## src/rtl/serclk_pkg.sv

```systemverilog
package serclk_pkg;
  localparam int N_DIR = 2;
  localparam int TX    = 0;
  localparam int RX    = 1;

  typedef enum logic [1:0] {
    SRC_DIV = 2'b00,
    SRC_OPP = 2'b01,
    SRC_PIN = 2'b10,
    SRC_RSV = 2'b11
  } src_e;

  typedef enum logic [1:0] {
    OUT_OFF  = 2'b00,
    OUT_CONT = 2'b01,
    OUT_XFER = 2'b10,
    OUT_RSV  = 2'b11
  } omode_e;

  typedef struct packed {
    src_e   src;
    omode_e omode;
    logic   inv;
  } dir_cfg_t;
endpackage

```

## src/rtl/serclk_div.sv

```systemverilog
module serclk_div #(
  parameter int W = 12
) (
  input  logic         clk_i,
  input  logic         rst_ni,
  input  logic [W-1:0] n_i,
  output logic         div_o
);
  logic [W-1:0] cnt_q;
  logic         div_q;
  logic         term;

  // >= covers N shrinking below the running count
  assign term = (cnt_q >= (n_i - W'(1)));

  always_ff @(posedge clk_i or negedge rst_ni) begin
    if (!rst_ni) begin
      cnt_q <= '0;
      div_q <= 1'b0;
    end else if (n_i == '0) begin
      cnt_q <= '0;
      div_q <= 1'b0;
    end else if (term) begin
      cnt_q <= '0;
      div_q <= ~div_q;
    end else begin
      cnt_q <= cnt_q + W'(1);
    end
  end

  assign div_o = div_q;


  div_zero_chk: assert property (@(posedge clk_i) disable iff (!rst_ni)
    (n_i == '0) |=> !div_o);


  div_hold_chk: assert property (@(posedge clk_i) disable iff (!rst_ni)
    ((n_i != '0) && (cnt_q < (n_i - W'(1)))) |=> $stable(div_o));
endmodule

```

## src/rtl/serclk_sync.sv

```systemverilog
module serclk_sync #(
  parameter int STAGES = 2
) (
  input  logic clk_i,
  input  logic rst_ni,
  input  logic d_i,
  output logic q_o
);
  if (STAGES == 0) begin : g_bypass
    assign q_o = d_i;
  end else begin : g_flops
    logic [STAGES-1:0] sh_q;
    always_ff @(posedge clk_i or negedge rst_ni) begin
      if (!rst_ni) sh_q <= '0;
      else         sh_q <= {sh_q[STAGES-2:0], d_i};
    end
    assign q_o = sh_q[STAGES-1];
  end
endmodule

```

## src/rtl/serclk_dir.sv

```systemverilog
module serclk_dir
  import serclk_pkg::*;
(
  input  logic     clk_i,
  input  logic     rst_ni,
  input  dir_cfg_t cfg_i,
  input  logic     own_base_i,
  input  logic     opp_base_i,
  input  logic     active_i,
  output logic     clk_o,
  output logic     pad_o,
  output logic     pad_oe_o,
  output logic     err_o
);
  logic sel;

  assign sel   = (cfg_i.src == SRC_OPP) ? opp_base_i : own_base_i;
  assign err_o = (cfg_i.src == SRC_PIN) && (cfg_i.omode == OUT_CONT);
  assign clk_o = sel ^ cfg_i.inv;
  assign pad_o = sel;

  always_comb begin
    case (cfg_i.omode)
      OUT_CONT: pad_oe_o = ~err_o;
      OUT_XFER: pad_oe_o = active_i;
      default:  pad_oe_o = 1'b0;
    endcase
  end


  oe_off_chk: assert property (@(posedge clk_i) disable iff (!rst_ni)
    ((cfg_i.omode == OUT_OFF) || (cfg_i.omode == OUT_RSV)) |-> !pad_oe_o);


  xfer_gate_chk: assert property (@(posedge clk_i) disable iff (!rst_ni)
    ((cfg_i.omode == OUT_XFER) && !active_i) |-> !pad_oe_o);


  err_tristate_chk: assert property (@(posedge clk_i) disable iff (!rst_ni)
    err_o |-> !pad_oe_o);
endmodule

```

## src/rtl/serclk_unit.sv

```systemverilog
module serclk_unit
  import serclk_pkg::*;
#(
  parameter int DIV_W       = 12,
  parameter int SYNC_STAGES = 2
) (
  input  logic             clk_i,
  input  logic             rst_ni,
  input  logic [DIV_W-1:0] div_n_i,
  input  logic [1:0]       tx_src_i,
  input  logic [1:0]       tx_omode_i,
  input  logic             tx_inv_i,
  input  logic [1:0]       rx_src_i,
  input  logic [1:0]       rx_omode_i,
  input  logic             rx_inv_i,
  input  logic             tx_active_i,
  input  logic             rx_active_i,
  input  logic             tk_pad_i,
  input  logic             rk_pad_i,
  output logic             tx_clk_o,
  output logic             rx_clk_o,
  output logic             tk_pad_o,
  output logic             tk_pad_oe_o,
  output logic             rk_pad_o,
  output logic             rk_pad_oe_o,
  output logic             tx_cfg_err_o,
  output logic             rx_cfg_err_o
);
  dir_cfg_t         cfg_d [N_DIR];
  dir_cfg_t         cfg_q [N_DIR];
  logic [DIV_W-1:0] n_q;
  logic             div_clk;
  logic [N_DIR-1:0] pad_in, pad_sync, base, act;
  logic [N_DIR-1:0] clk_v, pad_v, oe_v, err_v;

  always_comb begin
    cfg_d[TX] = '{src: src_e'(tx_src_i), omode: omode_e'(tx_omode_i), inv: tx_inv_i};
    cfg_d[RX] = '{src: src_e'(rx_src_i), omode: omode_e'(rx_omode_i), inv: rx_inv_i};
  end

  assign pad_in = {rk_pad_i, tk_pad_i};
  assign act    = {rx_active_i, tx_active_i};

  always_ff @(posedge clk_i or negedge rst_ni) begin
    if (!rst_ni) begin
      n_q <= '0;
      for (int i = 0; i < N_DIR; i++) cfg_q[i] <= '0;
    end else begin
      n_q <= div_n_i;
      for (int i = 0; i < N_DIR; i++) cfg_q[i] <= cfg_d[i];
    end
  end

  serclk_div #(.W(DIV_W)) i_div (
    .clk_i  (clk_i),
    .rst_ni (rst_ni),
    .n_i    (n_q),
    .div_o  (div_clk)
  );

  for (genvar d = 0; d < N_DIR; d++) begin : g_dir
    serclk_sync #(.STAGES(SYNC_STAGES)) i_sync (
      .clk_i  (clk_i),
      .rst_ni (rst_ni),
      .d_i    (pad_in[d]),
      .q_o    (pad_sync[d])
    );

    // base excludes the cross path, so two opposite selects cannot loop
    assign base[d] = (cfg_q[d].src == SRC_PIN) ? pad_sync[d] : div_clk;

    serclk_dir i_dir (
      .clk_i      (clk_i),
      .rst_ni     (rst_ni),
      .cfg_i      (cfg_q[d]),
      .own_base_i (base[d]),
      .opp_base_i (base[N_DIR-1-d]),
      .active_i   (act[d]),
      .clk_o      (clk_v[d]),
      .pad_o      (pad_v[d]),
      .pad_oe_o   (oe_v[d]),
      .err_o      (err_v[d])
    );
  end

  assign tx_clk_o     = clk_v[TX];
  assign rx_clk_o     = clk_v[RX];
  assign tk_pad_o     = pad_v[TX];
  assign rk_pad_o     = pad_v[RX];
  assign tk_pad_oe_o  = oe_v[TX];
  assign rk_pad_oe_o  = oe_v[RX];
  assign tx_cfg_err_o = err_v[TX];
  assign rx_cfg_err_o = err_v[RX];


  tx_pad_uninv_chk: assert property (@(posedge clk_i) disable iff (!rst_ni)
    tk_pad_o == (tx_clk_o ^ cfg_q[TX].inv));


  rx_pad_uninv_chk: assert property (@(posedge clk_i) disable iff (!rst_ni)
    rk_pad_o == (rx_clk_o ^ cfg_q[RX].inv));


  both_opp_chk: assert property (@(posedge clk_i) disable iff (!rst_ni)
    ((cfg_q[TX].src == SRC_OPP) && (cfg_q[RX].src == SRC_OPP)) |-> (tk_pad_o == rk_pad_o));
endmodule

```

## config.mk

```make
export PLATFORM = sky130hd
export DESIGN_NAME = serclk_unit
export DESIGN_NICKNAME = d
export VERILOG_FILES = /design/src/rtl/serclk_pkg.sv /design/src/rtl/serclk_div.sv /design/src/rtl/serclk_sync.sv /design/src/rtl/serclk_dir.sv /design/src/rtl/serclk_unit.sv
export SDC_FILE = /design/constraint.sdc
export NUM_CORES = 1
export LEC_CHECK = 0
export BUFFER_PORTS_ARGS = -buffer_cell sky130_fd_sc_hd__buf_2
export CORE_UTILIZATION = 35
export CTS_CLUSTER_SIZE = 30
export DETAILED_ROUTE_END_ITERATION = 10
export PLACE_DENSITY = 0.64
export REMOVE_ABC_BUFFERS = 1
export SLEW_MARGIN = 20
export SYNTH_ARGS = -nofsm -noshare
export SYNTH_HDL_FRONTEND = slang
export SYNTH_SLANG_ARGS = --single-unit
```

## constraint.sdc

```tcl
create_clock -name clk_i -period 3.47 [get_ports clk_i]
set_input_delay 0 -clock clk_i [delete_from_list [all_inputs] [get_ports clk_i]]
set_output_delay 0 -clock clk_i [all_outputs]
set_load 0.005 [all_outputs]
```

==> key figures, run 1 <==
Outcome
  • Outcome: finished clean

Cells and area
  • Seq. cell area: around 980 um^2
  • Fraction of layout cells with a size suffix above 1: between 20 and 25%
  • Multi-input gate area: 895.9 um^2
  • # fillers: a little under 500
  • Antenna cells: 0
  • Nets: 282
  • Area Overhead vs Synth: 30.75%

CTS
  • Num CTS Buffers: 5
  • Worst skew pair latency: about 300 ps
  • CTS clk-pin slew, worst paths: about 80 ps
  • Clock Path Buffers: 2
  • CTS tree: done
  • H-tree depth: 2
  • Post-CTS setup buffer count: 0
  • CTS root buffer: clkbuf_8
  • Sink Count: 39

Timing
  • Final TNS setup: 0 ps
  • Actual slew at the worst max-slew pin: a little over 800 ps
  • Slew Limit Fails: 0
  • Hold Violations, Final: 0
  • FMAX: between 0.3 and 0.4 GHz
  • Tmin final: roughly 2700 ps
  • Slew HR: roughly 45%
  • Setup Skew: between 7 and 8 ps
  • RSZ-0062 raised after global routing: false
  • Number of setup violations in the final report: 0
  • Final Cycle Share: 78.90%

Global route
  • Vias in the first global route: 1402
  • GRT overflow: 0
  • Global Route Usage Sum: around 14%
  • Largest net degree at the start of global routing: 40
  • Antenna violations before repair: 0
  • Global-route wire length before repair: 6.223 mm

Synth
  • Post-Syn Instances: around 170
  • Synth Register Bits: 39
  • Most area-consuming cells after synthesis: dfrtp_1, ha_1, xnor2_1
  • Post-synth top area share: approximately half
  • Sequential fraction of the synthesis area: between 50% and 60%
  • Synth warn: 0
  • Synth Flop Type: dfrtp_1
  • Yosys top cell by area: dfrtp_1
  • Syn avg cell area: about 11 um^2
  • Cell area after synthesis: 1921 um^2
  • Post-synth EDFFs: 0
  • Async set-reset flop share out of synthesis: 100.0%
  • Library cells used by synthesis: 32

Floorplanning
  • Core ar.: between 5000 and 6000 um^2
  • Row cnt: 26
  • Die height: 76.08 um
  • Die W: 76.08 um
  • Boundary Pins: 36
  • Die area: 5787 um^2
  • Starting density of the core: around 37%

Placed design
  • Routability Congestion: 0.8523
  • Dpl hpwl: roughly 2.5 mm
  • IO buf count: 35

Worst setup path
  • Crit-path max FO: 12
  • CP arrival: 2960 ps
  • Reg2reg end: i_div.cnt_q[9]
  • R2r setup slk: around 730 ps
  • Crit path launch type: register
  • R2R Path Start: n_q[8]
  • Worst setup EP type: register
  • Worst reg2reg path depth: 9
  • CP Class: register to register
  • Worst path required time: roughly 3700 ps

Run
  • Max cap viols: 0

Route
  • Antenna viol nets, final: 0
  • DR iter-0 viols: 40
  • Wire length per cell: between 10 and 15 um
  • Vias per Instance: 4.500
  • Initial DRT Pass Iterations: 4
  • Via Count: approximately 1.4k
  • Final WL: approximately 3.4 mm
  • DRC viols: 0

Hold path
  • Hold Path Origin: tk_pad_i
  • Hold Path Depth: 2
  • Hold EP: g_dir[0].i_sync.g_flops.sh_q[0]
  • Hold WC Path Type: primary input to register

Pwr
  • P_int: ~0.85 mW
  • NetSw: 0.4055 mW
  • Final Power: roughly 1.3 mW
  • Combinational Power Share: roughly 28%
  • Pleak: 1.241 nW
  • Flop pwr share: between 40% and 50%
  • PwrDens: 502.0 nW/um^2
  • Peak supply drop: about 0.23 mV
  • Clk pwr share: between 20% and 30%
  • Sw Share: 32.17%
-- cell usage in the layout (no fill, tap or decap), types with 2 or more instances in the layout --
| cell type | n |
|---|---|
| nand3_1 | 6 |
| clkbuf_8 | 5 |
| xnor2_1 | 11 |
| xor2_1 | 11 |
| nand4_1 | 3 |
| a21oi_1 | 3 |
| nor4_1 | 2 |
| ha_1 | 19 |
| clkinvlp_4 | 2 |
| nand3b_1 | 2 |
| a22oi_1 | 2 |
| o21ai_0 | 2 |
| nor2b_1 | 2 |
| inv_1 | 10 |
| dlygate4sd3_1 | 25 |
| mux2_2 | 2 |
| mux2i_1 | 2 |
| and3_1 | 4 |
| nand2_1 | 9 |
| nand2b_1 | 2 |
| o21a_1 | 2 |
| nor3_1 | 3 |
| buf_2 | 35 |
| nor2_1 | 21 |
| a21o_1 | 2 |
| dfrtp_1 | 39 |
-- state kept, by name, indices dropped and copies added, names as in the netlist --
signal / cells
i_div.cnt_q: 12
i_div.div_o: 1
cfg_q: 10
g_dir.i_sync.g_flops.sh_q: 4
n_q: 12
-- cell families (layout without fill, tap and decap cells) --
kind of cell	Yosys count	count (layout)	share of synthesized area (%)
AOI/OAI and AO/OA	16	16	6.775
xor gates and xnor gates	22	22	10.03
adders and majority gates	19	19	12.38
buffers and inverters	11	78	2.541
DFF	39	39	50.81
muxes	4	4	2.215
and+or+nand+nor	58	58	15.24
-- critical path: stages, from the launching register on --
cell       delay (ps)
dfrtp_1           410
nor4_1            600
nand2_1           150
xor2_1            180
ha_1              300
a21o_1            190
a21o_1            170
a2bb2oi_1         230
nand3_2           280
nor2_1            170
-- synth_stat cells (2+ instances only) --
library cell and number:
o21a_1 2, inv_1 10, o21ai_0 2, xor2_1 11, a21o_1 2, nand2_1 9, nor2b_1 2, a21oi_1 3
nor2_1 21, nand3b_1 2, dfrtp_1 39, nand4_1 3, nor3_1 3, nor4_1 2, mux2_2 2, a22oi_1 2
nand2b_1 2, and3_1 4, xnor2_1 11, nand3_1 6, ha_1 19, mux2i_1 2
-- timing repair --
item                      in CTS  in global routing
hold buffers                  25                  0
hold endpoints to repair      63                  0
resized for setup              0                  0
-- power by group through the flow --
stage	clock [mW]	sequential, mW	combinational, mW
global route	0.339	0.607	0.417
global placement	0	0.604	0.326
detailed placement	0	0.604	0.341
finish	0.308	0.594	0.358
floorplan	0	0.583	0.257
CTS	0.318	0.596	0.364
-- through the flow --
step                cells  hold WS, ps  setup WS, ps  area [um^2]  utilization, %
global placement      273        107.7         772.2         2172           41.73
global route          306        325.1         472.8         2511           48.25
finish                306        323.9         732.3         2511           48.25
CTS                   306        321.2         732.1         2511           48.25
floorplan             168       -295.6          1107         1909               -
detailed placement    273        109.3         749.9         2172           41.73
-- metal layers --
metal | routed length (um) | GRT usage [%] | up-vias
met3 | 111 | 3.952 | 5
met1 | 1618 | 16.72 | 649
met2 | 1650 | 22.91 | 20
met5 | 0 | 0 | -
li1 | - | - | 703
met4 | 57 | 6.346 | 0
-- worst max-delay path by stage --
stage | start | endpoint | slack, ps | depth (start not counted)
2_1_floorplan | n_q[7] | i_div.div_o | 1110 | 9
3_3_place_gp | n_q[8] | i_div.div_o | 770 | 9
3_5_place_dp | n_q[8] | i_div.div_o | 750 | 9
4_1_cts | n_q[8] | i_div.cnt_q[2] | 730 | 9
5_1_grt | n_q[8] | i_div.cnt_q[9] | 470 | 9
6_report | n_q[8] | i_div.cnt_q[9] | 730 | 9
-- layout make-up --
cell class	count	area share, %
repair buffers	60	16.94
inverters	10	1.495
flip-flops and latches	39	38.86
clock inverters	3	0.7972
well taps	70	3.488
clock buffers	5	2.740
multi-input cells	119	35.68
Power figures use the tool's default switching activity.
==> run 2, diff against run 1 <==
--- a/config.mk
+++ b/config.mk
@@ -5,11 +5,12 @@
 export SDC_FILE = /design/constraint.sdc
 export NUM_CORES = 1
 export LEC_CHECK = 0
+export ABC_AREA = 1
 export BUFFER_PORTS_ARGS = -buffer_cell sky130_fd_sc_hd__buf_2
 export CORE_UTILIZATION = 35
 export CTS_CLUSTER_SIZE = 30
 export DETAILED_ROUTE_END_ITERATION = 10
-export PLACE_DENSITY = 0.64
+export PLACE_DENSITY = 0.65
 export REMOVE_ABC_BUFFERS = 1
 export SLEW_MARGIN = 20
 export SYNTH_ARGS = -nofsm -noshare
==> constraint.sdc (replaced) <==
create_clock -name clk_i -period 2.2 [get_ports clk_i]
set_input_delay 0 -clock clk_i [delete_from_list [all_inputs] [get_ports clk_i]]
set_output_delay 0 -clock clk_i [all_outputs]
set_load 0.005 [all_outputs]
==> run 2 against run 1 <==
Net effect:
- the run now ends with negative setup slack left
- area after synthesis up 10%
- critical path type unchanged
- cell area up 23%
- first-iteration DRC count up 130%
- routed wire length up 25%
- clock-buffer cell count up 1
- final cell count up 32%
- clock skew down 2.5 ps
- maximum frequency up 24%
- critical path depth up 4
- critical endpoint is now i_div.cnt_q[10]
==> key figures, run 2 <==
Pwr
  • Flop pwr share: 38.4% (-8.8 points)
  • Clk pwr share: 29.0% (+4.6 points)
  • Pleak: 1.582 nW (+27%)
  • Peak supply drop: 0.4181 mV (+78%)
  • Combinational Power Share: 32.6% (+4.2 points)
  • PwrDens: 775.1 nW/um^2 (+54%)
  • P_int: 1.653 mW (+93%)
  • Sw Share: 31.18% (-1.0 points)
  • NetSw: 0.7486 mW (+85%)

Route
  • Final WL: 4.285 mm (+25%)
  • Wire length per cell: 10.61 um (-5.6%)
  • Via Count: 1756 (+28%)
  • Vias per Instance: 4.347 (-3.4%)
  • Antenna viol nets, final: 0 (unchanged)
  • DRC viols: 0 (unchanged)
  • DR iter-0 viols: 92 (+130%)
  • Initial DRT Pass Iterations: 4 (unchanged)

Cells and area
  • Nets: 378 (+34%)
  • Largest regs: i_div.cnt_q (12), n_q (12), cfg_q (10)
  • Antenna cells: 0 (unchanged)
  • Fraction of layout cells with a size suffix above 1: 34.94% (+14 points)
  • Area Overhead vs Synth: 45.99%
  • Fin util: 54.59% (+6.3 points)
  • Commonest non-fill, non-tap cell in the layout: nand2_1
  • Most frequent cells in the layout: nand2_1, dfrtp_1, buf_2

Global route
  • GR peak layer: met2
  • GR met1 Demand/Resource: 17.74% (+1.0 points)
  • Largest net degree at the start of global routing: 40 (unchanged)
  • Antenna violations before repair: 0 (unchanged)
  • Global Route Usage Sum: 15.38% (+1.5 points)
  • Global-route wire length before repair: 7.327 mm (+18%)
  • Met2 Use GR: 27.18% (+4.3 points)
  • Grt met3 use: 2.857% (-1.1 points)
  • Vias in the first global route: 1710 (+22%)
  • GRT overflow: 0 (unchanged)

Synth
  • Post-synth top area share: 45.99% (-4.8 points)
  • Most area-consuming cells after synthesis: dfrtp_1, ha_1, nand2_1
  • Most instantiated library cell after synthesis: nand2_1
  • Synth Register Bits: 39 (unchanged)
  • Synth Flop Type: dfrtp_1
  • Synth warn: 0 (unchanged)
  • Syn avg cell area: 8.992 um^2 (-21%)
  • Yosys top cell by area: dfrtp_1
  • Synth cell count leaders: nand2_1, dfrtp_1, inv_1
  • Post-Syn Instances: 236 (+40%)
  • Library cells used by synthesis: 24 (-25%)
  • Async set-reset flop share out of synthesis: 100.0% (unchanged)
  • Post-synth EDFFs: 0 (unchanged)
  • Sequential fraction of the synthesis area: 45.99% (-4.8 points)
  • Cell area after synthesis: 2122 um^2 (+10%)

Timing
  • Hold Violations, Final: 0 (unchanged)
  • Tmin final: 2213 ps (-524.7 ps)
  • Slew HR: 45.39% (+0.57 points)
  • Final Worst Setup Slack: -12.97 ps (-745.3 ps)
  • Slew Limit Fails: 0 (unchanged)
  • Hold slack: 313.0 ps (-10.94 ps)
  • Number of setup violations in the final report: 3 (+3)
  • Final Cycle Share: 100.6% (+22 points)
  • RSZ-0062 raised after global routing: true
  • Final TNS setup: -24.00 ps (-24.00 ps)
  • Actual slew at the worst max-slew pin: 819.2 ps (-8.613 ps)
  • Setup Skew: 5.254 ps (-2.450 ps)
  • FMAX: 0.4519 GHz (+24%)

Floorplanning
  • Row cnt: 27 (+3.8%)
  • Boundary Pins: 36 (unchanged)
  • Die area: 6378 um^2 (+10%)
  • Die height: 79.87 um (+5.0%)
  • Starting density of the core: 37.39% (+0.49 points)
  • Core ar.: 5675 um^2 (+9.0%)
  • Die W: 79.87 um (+5.0%)

Worst setup path
  • CP arrival: 2450 ps (-510 ps)
  • Crit-path max FO: 6 (-6)
  • Crit path launch type: register
  • Worst path required time: 2430 ps (-1260 ps)
  • CP Class: register to register
  • R2r setup slk: -10 ps (-750 ps)
  • Worst setup EP type: register

CTS
  • CTS tree: done
  • Sink Count: 39 (unchanged)
  • CTS clk-pin slew, worst paths: 80 ps (about the same)
  • Num CTS Buffers: 5 (unchanged)
  • H-tree depth: 2 (unchanged)
  • Clock Path Buffers: 2 (unchanged)
  • Worst skew pair latency: 290 ps (about the same)
  • CTS root buffer: clkbuf_8

Placed design
  • Dpl hpwl: 2.857 mm (+16%)
  • Routability Congestion: 0.8499 (-0.28%)
  • IO buf count: 35 (unchanged)

Run
  • Max cap viols: 0 (unchanged)

Hold path
  • Hold WC Path Type: primary input to output port

Outcome
  • Failing checks: negative setup slack
  • Outcome: complete, but fails checks
-- run 2: what timing repair did --
action	4_1_cts	5_1_grt
setup endpoints to repair	13	13
gates resized for setup	11	15
pin swaps	3	15
hold endpoints to repair	63	0
setup buffers	3	2
hold buffers	25	0
gates cloned	1	0
-- run 2: power by group through the flow --
stage                     registers, mW  clock network (mW)  logic (mW)
after global placement            0.933                   0       0.708
after global routing              0.942               0.740       0.915
after detailed placement          0.933                   0       0.732
after CTS                         0.920               0.713       0.780
final                             0.922               0.696       0.783
after floorplan                   0.911                   0       0.551
-- run 2: final timing paths --
path	start	cells after the start	endpoint
setup / recovery	n_q[0]	13	i_div.cnt_q[10]
hold / removal	tx_active_i	4	tk_pad_oe_o
setup reg to reg	n_q[0]	13	i_div.cnt_q[10]
hold reg to reg	g_dir[1].i_sync.g_flops.sh_q[0]	0	g_dir[1].i_sync.g_flops.sh_q[1]
max in group asynchronous	rst_ni	2	i_div.cnt_q[2]
min in group asynchronous	rst_ni	2	n_q[1]
-- run 2: layer usage --
layer,wire [um],part of all wire [%]
met5,0,0
met4,116,2.7
met3,107,2.5
met2,2233,52
met1,1827,43
-- run 2: cells by family after synthesis --
logic type               synth area share [%]
adder cells (fa/ha/maj)                 11.20
multiplexers                           0.9434
buffers and inverters                   7.960
AND/OR/NAND/NOR                         22.82
XOR/XNOR                                8.255
flip-flops                              45.99
AO/OA/AOI/OAI                           2.830
-- run 2: critical path: stages (launching register included) --
cell	delay, ps
dfrtp_1	370
inv_2	90
buf_6	120
nand4_4	120
nor2_2	120
buf_4	120
xor2_2	140
ha_1	260
nand2_1	80
nand2_2	50
a21oi_2	150
a21boi_4	290
nand2_4	140
nor2_2	110
-- run 2: cell type report --
class	count	area, um^2
fillers	500	2577
multi-input cells	155	1095
flip-flops and latches	39	975.9
repair buffers	88	646.9
inverters	42	157.7
well taps	72	90.09
clock buffers	6	72.57
clock inverters	2	60.06
-- run 2: stage by stage --
step                      worst slack [ps]  cells  power [mW]  cell area, um^2
after floorplan                     -57.23    235       1.462             2111
after global placement              -66.25    365       1.642             2549
after detailed placement            -118.9    365       1.665             2549
after CTS                           -26.60    402       2.413             3013
after global routing                -224.6    404       2.597             3098
final                               -12.97    404       2.401             3098
